[config.mk]
export PLATFORM = sky130hd
export DESIGN_NAME = call_seq
export DESIGN_NICKNAME = d
export VERILOG_FILES = /design/src/rtl/call_seq_pkg.sv /design/src/rtl/call_seq_decode.sv /design/src/rtl/call_seq_timer.sv /design/src/rtl/call_seq_push.sv /design/src/rtl/call_seq.sv
export SDC_FILE = /design/constraint.sdc
export NUM_CORES = 1
export LEC_CHECK = 0
export BUFFER_PORTS_ARGS = -buffer_cell sky130_fd_sc_hd__buf_4
export CORE_MARGIN = 8
export CORE_UTILIZATION = 53
export CTS_CLUSTER_SIZE = 25
export DETAILED_ROUTE_END_ITERATION = 7
export PLACE_DENSITY = 0.89
export SYNTH_ARGS = -nofsm -noshare
export SYNTH_HDL_FRONTEND = slang
export SYNTH_HIERARCHICAL = 1
export SYNTH_SLANG_ARGS = --single-unit
[constraint.sdc]
create_clock -name clk_i -period 2.2 [get_ports clk_i]
set_clock_uncertainty 0.1 [all_clocks]
set_input_delay 0.11 -clock clk_i [delete_from_list [all_inputs] [get_ports clk_i]]
set_output_delay 0.11 -clock clk_i [all_outputs]
set_load 0.01 [all_outputs]
[src/rtl/call_seq_pkg.sv]
package call_seq_pkg;
  localparam int unsigned NIB_W   = 4;
  localparam int unsigned PAGE_W  = 4;
  localparam int unsigned STEP_W  = 8;
  localparam int unsigned SP_W    = 8;
  localparam int unsigned INSTR_W = 12;
  localparam int unsigned N_PUSH  = 3;

  typedef enum logic [1:0] {
    CK_NONE  = 2'd0,
    CK_PAGED = 2'd1,
    CK_ZERO  = 2'd2
  } call_kind_e;

  localparam logic [3:0] OP_PAGED = 4'b0100;
  localparam logic [3:0] OP_ZERO  = 4'b0101;
endpackage

[src/rtl/call_seq_decode.sv]
module call_seq_decode
  import call_seq_pkg::*;
(
  input  logic [INSTR_W-1:0] instr_i,
  output call_kind_e         kind_o,
  output logic [STEP_W-1:0]  target_o
);
  logic [3:0] op;
  assign op       = instr_i[INSTR_W-1 -: 4];
  assign target_o = instr_i[STEP_W-1:0];

  always_comb begin
    unique case (op)
      OP_PAGED: kind_o = CK_PAGED;
      OP_ZERO:  kind_o = CK_ZERO;
      default:  kind_o = CK_NONE;
    endcase
  end
endmodule

[src/rtl/call_seq_timer.sv]
module call_seq_timer #(
  parameter int unsigned CYCLES     = 7,
  parameter int unsigned PUSH_FIRST = 1,
  parameter int unsigned N_PUSH     = 3,
  localparam int unsigned CNT_W     = $clog2(CYCLES),
  localparam int unsigned SLOT_W    = (N_PUSH > 1) ? $clog2(N_PUSH) : 1
) (
  input  logic              clk_i,
  input  logic              rst_ni,
  input  logic              start_i,
  output logic              accept_o,
  output logic              busy_o,
  output logic              done_o,
  output logic              load_res_o,
  output logic              push_act_o,
  output logic [SLOT_W-1:0] push_slot_o
);
  localparam logic [CNT_W-1:0] LAST = CNT_W'(CYCLES - 1);
  localparam logic [CNT_W-1:0] LOAD = CNT_W'(CYCLES - 2);
  localparam logic [CNT_W-1:0] P_LO = CNT_W'(PUSH_FIRST);
  localparam logic [CNT_W-1:0] P_HI = CNT_W'(PUSH_FIRST + N_PUSH - 1);

  logic             busy_q;
  logic [CNT_W-1:0] cnt_q;
  logic [CNT_W-1:0] rel;

  assign accept_o = start_i & ~busy_q;

  always_ff @(posedge clk_i or negedge rst_ni) begin
    if (!rst_ni) begin
      busy_q <= 1'b0;
      cnt_q  <= '0;
    end else if (accept_o) begin
      busy_q <= 1'b1;
      cnt_q  <= '0;
    end else if (busy_q) begin
      if (cnt_q == LAST) begin
        busy_q <= 1'b0;
        cnt_q  <= '0;
      end else begin
        cnt_q <= cnt_q + 1'b1;
      end
    end
  end

  assign rel         = cnt_q - P_LO;
  assign busy_o      = busy_q;
  assign done_o      = busy_q && (cnt_q == LAST);
  assign load_res_o  = busy_q && (cnt_q == LOAD);
  assign push_act_o  = busy_q && (cnt_q >= P_LO) && (cnt_q <= P_HI);
  assign push_slot_o = rel[SLOT_W-1:0];
endmodule

[src/rtl/call_seq_push.sv]
module call_seq_push
  import call_seq_pkg::*;
#(
  localparam int unsigned SLOT_W = $clog2(N_PUSH)
) (
  input  logic              push_act_i,
  input  logic [SLOT_W-1:0] push_slot_i,
  input  logic              is_call_i,
  input  logic [PAGE_W-1:0] page_i,
  input  logic [STEP_W-1:0] step_i,
  input  logic [SP_W-1:0]   sp_i,
  output logic              we_o,
  output logic [SP_W-1:0]   addr_o,
  output logic [NIB_W-1:0]  wdata_o
);
  // slot 0 -> SP-1 page, slot 1 -> SP-2 step high, slot 2 -> SP-3 step low + 1
  logic [NIB_W-1:0] nib [N_PUSH];
  assign nib[0] = page_i;
  assign nib[1] = step_i[STEP_W-1 -: NIB_W];
  assign nib[2] = step_i[NIB_W-1:0] + 1'b1;

  assign we_o    = push_act_i & is_call_i;
  assign addr_o  = sp_i - SP_W'(push_slot_i) - 1'b1;
  assign wdata_o = (32'(push_slot_i) < N_PUSH) ? nib[push_slot_i] : '0;
endmodule

[src/rtl/call_seq.sv]
module call_seq
  import call_seq_pkg::*;
#(
  parameter int unsigned CYCLES     = 7,
  parameter int unsigned PUSH_FIRST = 1
) (
  input  logic               clk_i,
  input  logic               rst_ni,
  input  logic               start_i,
  input  logic [INSTR_W-1:0] instr_i,
  input  logic [PAGE_W-1:0]  page_i,
  input  logic [STEP_W-1:0]  step_i,
  input  logic [PAGE_W-1:0]  pend_page_i,
  input  logic [SP_W-1:0]    sp_i,
  output logic               busy_o,
  output logic               done_o,
  output logic               mem_we_o,
  output logic [SP_W-1:0]    mem_addr_o,
  output logic [NIB_W-1:0]   mem_wdata_o,
  output logic [PAGE_W-1:0]  page_o,
  output logic [STEP_W-1:0]  step_o,
  output logic [SP_W-1:0]    sp_o
);
  localparam int unsigned SLOT_W = $clog2(N_PUSH);

  logic              accept, load_res, push_act;
  logic [SLOT_W-1:0] push_slot;
  call_kind_e        kind_d, kind_q;
  logic [STEP_W-1:0] target_d, target_q;
  logic [PAGE_W-1:0] page_q, pend_q;
  logic [STEP_W-1:0] step_q;
  logic [SP_W-1:0]   sp_q;
  logic              is_call_q;
  logic [PAGE_W-1:0] page_r;
  logic [STEP_W-1:0] step_r;
  logic [SP_W-1:0]   sp_r;

  call_seq_decode u_dec (
    .instr_i (instr_i),
    .kind_o  (kind_d),
    .target_o(target_d)
  );

  call_seq_timer #(
    .CYCLES    (CYCLES),
    .PUSH_FIRST(PUSH_FIRST),
    .N_PUSH    (N_PUSH)
  ) u_tmr (
    .clk_i      (clk_i),
    .rst_ni     (rst_ni),
    .start_i    (start_i),
    .accept_o   (accept),
    .busy_o     (busy_o),
    .done_o     (done_o),
    .load_res_o (load_res),
    .push_act_o (push_act),
    .push_slot_o(push_slot)
  );

  always_ff @(posedge clk_i or negedge rst_ni) begin
    if (!rst_ni) begin
      kind_q    <= CK_NONE;
      target_q  <= '0;
      page_q    <= '0;
      pend_q    <= '0;
      step_q    <= '0;
      sp_q      <= '0;
      is_call_q <= 1'b0;
    end else if (accept) begin
      kind_q    <= kind_d;
      target_q  <= target_d;
      page_q    <= page_i;
      pend_q    <= pend_page_i;
      step_q    <= step_i;
      sp_q      <= sp_i;
      is_call_q <= (kind_d != CK_NONE);
    end
  end

  call_seq_push u_push (
    .push_act_i (push_act),
    .push_slot_i(push_slot),
    .is_call_i  (is_call_q),
    .page_i     (page_q),
    .step_i     (step_q),
    .sp_i       (sp_q),
    .we_o       (mem_we_o),
    .addr_o     (mem_addr_o),
    .wdata_o    (mem_wdata_o)
  );

  always_ff @(posedge clk_i or negedge rst_ni) begin
    if (!rst_ni) begin
      page_r <= '0;
      step_r <= '0;
      sp_r   <= '0;
    end else if (load_res) begin
      unique case (kind_q)
        CK_PAGED: begin
          page_r <= pend_q;
          step_r <= target_q;
          sp_r   <= sp_q - SP_W'(N_PUSH);
        end
        CK_ZERO: begin
          page_r <= '0;
          step_r <= target_q;
          sp_r   <= sp_q - SP_W'(N_PUSH);
        end
        default: begin
          page_r <= page_q;
          step_r <= step_q;
          sp_r   <= sp_q;
        end
      endcase
    end
  end

  assign page_o = page_r;
  assign step_o = step_r;
  assign sp_o   = sp_r;
endmodule

==> qor.csv <==
stage,metric,value,unit
run_status,status,"complete, no violations",
sta,min_period,2.17,ns
floorplan,dieWidth,90.7,um
routing,drt_iter0_markers,236,
routing,avgRoutedWirePerCell,20.3,um
routing,vias,2529,
clocking,cts-root-buf,clkbuf_8,
global_route,antenna_found_initial,1,
critical_path,cp-start-kind,register,
sta,slew_headroom,0.512,
critical_path,worst_path_max_delay_cell,fa_2,
placed_design,port_buffers,73,
critical_path,crit_fanout,4,
global_route,track_usage,0.209,
power_and_ir_drop,p_switching,2.94,mW
final_layout,ff_latch_area,1480,um^2
placed_design,dpl.cell_count,394,
final_layout,multiInputGateArea,1400,um^2
critical_path,crit_required,1.99,ns
power_and_ir_drop,p_clk_frac,0.139,
critical_path,cpMostUsedCell,inv_2,
clocking,cts_tree,yes,
critical_path,crit_family,adder cells,
critical_path,path_buf_inv,5,
synthesis,syn-num-nets,309,
synthesis,async_flop_share,1.00,
floorplan,die_h,90.7,um
clocking,cts.clk_slew.worst_paths,0.07,ns
final_layout,layout_common_cells,"buf_4 (85), dfrtp_1 (58), dlygate4sd3_1 (36), mux2_2 (34), nor2_1 (31)",
routing,viasPerCell,5.60,
routing,wirelength,9180,um
power_and_ir_drop,vdd_ir_drop_max,1060,uV
power_and_ir_drop,p_int,4.18,mW
synthesis,synth-seq-cells,59,
power_and_ir_drop,p_comb_frac,0.549,
floorplan,initial_utilization,0.543,
critical_path,crit_path_end_kind,primary output,
sta,drv_slew,0,
global_route,grt_pass1_vias,2645,
global_route,grt_overflow,0,
synthesis,avgSynthCellArea,11.4,um^2
placed_design,dp_hpwl,5050,um
routing,drc,0,
placed_design,place_congestion,0.822,
final_layout,drive_above_1_share,0.422,
clocking,ctsLongestPathBuffers,2,
routing,drt_first_pass_iters,5,
global_route,grt_max_degree,60,
sta,setup_viol,0,
synthesis,synth-main-ff-cell,dfrtp_1,
final_layout,finalNonFillerCells,452,
power_and_ir_drop,switching_share,0.413,
sta,hold_violations,0,
synthesis,syn_inst,260,
synthesis,yosys_warnings,6,
power_and_ir_drop,power,7.12,mW
synthesis,synth_area,2960,um^2
routing,ant_nets,0,
sta,timing.setup.tns,0,ns
floorplan,core_area,5440,um^2
final_layout,final_common_cell,buf_4,
clocking,htree_levels,3,
clocking,clk_latency,0.35,ns
power_and_ir_drop,leakage,1.96,nW
clocking,clock_sinks,59,
critical_path,slowest_delay,0.41,ns
sta,hold_slack,0.0773,ns
critical_path,critical_path_arrival,1.96,ns
run,cap_violations,0,
sta,clock.fmax,0.461,GHz
critical_path,crit_type,reg -> out,
floorplan,die-area,8220,um^2
final_layout,final_core_util,0.773,
floorplan,row_count,27,
final_layout,fin_nets,423,
floorplan,ios,74,
global_route,grt_pass1_wl,13400,um
final_layout,area_delta_synth_final,42.3,%
power_and_ir_drop,p_per_area,1690,nW/um^2
synthesis,synth_cell_type_count,43,
final_layout,num-fill-cells,296,
clocking,cts_buffers,9,
critical_path,cp_cell_sequence,inv_2 > buf_6 > inv_2 > ha_4 > inv_2 > fa_2 > nand2_2 > xnor2_2 > buf_4,
synthesis,synth-edff-count,0,
sta,worst_pin_slew,0.732,ns
power_and_ir_drop,seq_power_share,0.313,
sta,fin_crit_sh,0.985,
synthesis,yosysSeqAreaShare,0.500,
worst_hold_path,hold_class,in -> reg,
[metal layers]
| layer | routed length [um] | GRT usage | up-vias | part of all wire |
|---|---|---|---|---|
| li1 | - | - | 1129 | - |
| met1 | 3500 | 0.217 | 1239 | 0.38 |
| met2 | 4610 | 0.359 | 132 | 0.50 |
| met3 | 701 | 0.0640 | 29 | 0.076 |
| met4 | 368 | 0.129 | 0 | 0.040 |
| met5 | 0 | 0 | - | 0 |
[cells by family after synthesis]
kind of cell | after synthesis | synth area share
compound gates | 42 | 0.0898
xor+xnor | 12 | 0.0356
fa+ha+maj | 10 | 0.0449
buf+inv | 28 | 0.0529
flops | 59 | 0.500
mux | 44 | 0.163
simple gates | 65 | 0.114
[Yosys cell counts (2+ instances only)]
master / count / area share
dfrtp_1: 59 / 0.50
mux2_2: 34 / 0.13
nor2_1: 31 / 0.039
a21oi_1: 17 / 0.029
nand2_1: 12 / 0.015
mux2i_1: 10 / 0.034
buf_4: 9 / 0.023
ha_1: 9 / 0.038
inv_1: 8 / 0.010
xnor2_1: 8 / 0.024
o21ai_0: 7 / 0.012
clkbuf_1: 6 / 0.0076
a22oi_1: 4 / 0.010
a31oi_1: 4 / 0.0085
nor2b_1: 4 / 0.0085
o31ai_1: 4 / 0.010
xor2_1: 4 / 0.012
a211oi_1: 2 / 0.0051
and3_2: 2 / 0.0051
nand3_1: 2 / 0.0034
or4_1: 2 / 0.0051
[tightest hold or removal path: cells and delay by family]
family                 cells  cell delay [ns]
multiplexers               1             0.25
AND/OR/NAND/NOR            1             0.04
buffers and inverters      1             0.09
[state kept, by name, indices dropped and copies added, names as in the netlist]
signal and count:
sp_o 8, sp_q 8, step_o 8, step_q 8
target_q 8, page_o 4, page_q 4, pend_q 4
u_tmr/cnt_q 3, kind_q 2, is_call_q 1, u_tmr/busy_o 1
[worst paths after layout]
path,from,to,slack [ns],depth (start not counted)
worst max-delay path,u_tmr/cnt_q[0]$_DFFE_PN0P_,mem_addr_o[4],0.03,9
worst min-delay path,instr_i[8],kind_q[0]$_DFFE_PN0P_,0.08,3
worst max register to register,u_tmr/cnt_q[1]$_DFFE_PN0P_,sp_o[6]$_DFFE_PN0P_,0.22,7
worst min register to register,sp_o[0]$_DFFE_PN0P_,sp_o[0]$_DFFE_PN0P_,0.42,1
max in group asynchronous,rst_ni,u_tmr/cnt_q[1]$_DFFE_PN0P_,1.21,2
min in group asynchronous,rst_ni,target_q[6]$_DFFE_PN0P_,0.27,2
[power by group through the flow]
stage,registers [mW],clock network [mW],logic [mW]
after global routing,2.28,1.05,4.17
after CTS,2.16,0.979,3.53
after detailed placement,2.16,0,3.38
after floorplan,2.12,0,2.06
after global placement,2.11,0,3.29
final,2.23,0.987,3.91
[stage by stage]
step                      setup slack [ns]  area, um^2
after global routing               -0.0592        4210
after floorplan                     0.0879        2960
after CTS                         0.000381        4130
after detailed placement             0.214        3540
final                               0.0321        4210
after global placement               0.292        3540
[area by class of cell]
class                   count  share of cell area
diodes                      1            0.000595
clock buffers              11              0.0336
clock inverters             5              0.0125
inverters                   9             0.00803
multi-input cells         173               0.332
flip-flops and latches     59               0.351
well taps                  72              0.0214
repair buffers            122               0.240
[repair_timing]
action / CTS / global route
resized for setup: 9 / 6
hold buffers: 36 / 0
setup buffers: 0 / 5
hold endpoints to repair: 96 / 0
pin swaps: 2 / 2
endpoints found under the setup margin: 5 / 7
Power figures use the tool's default switching activity.
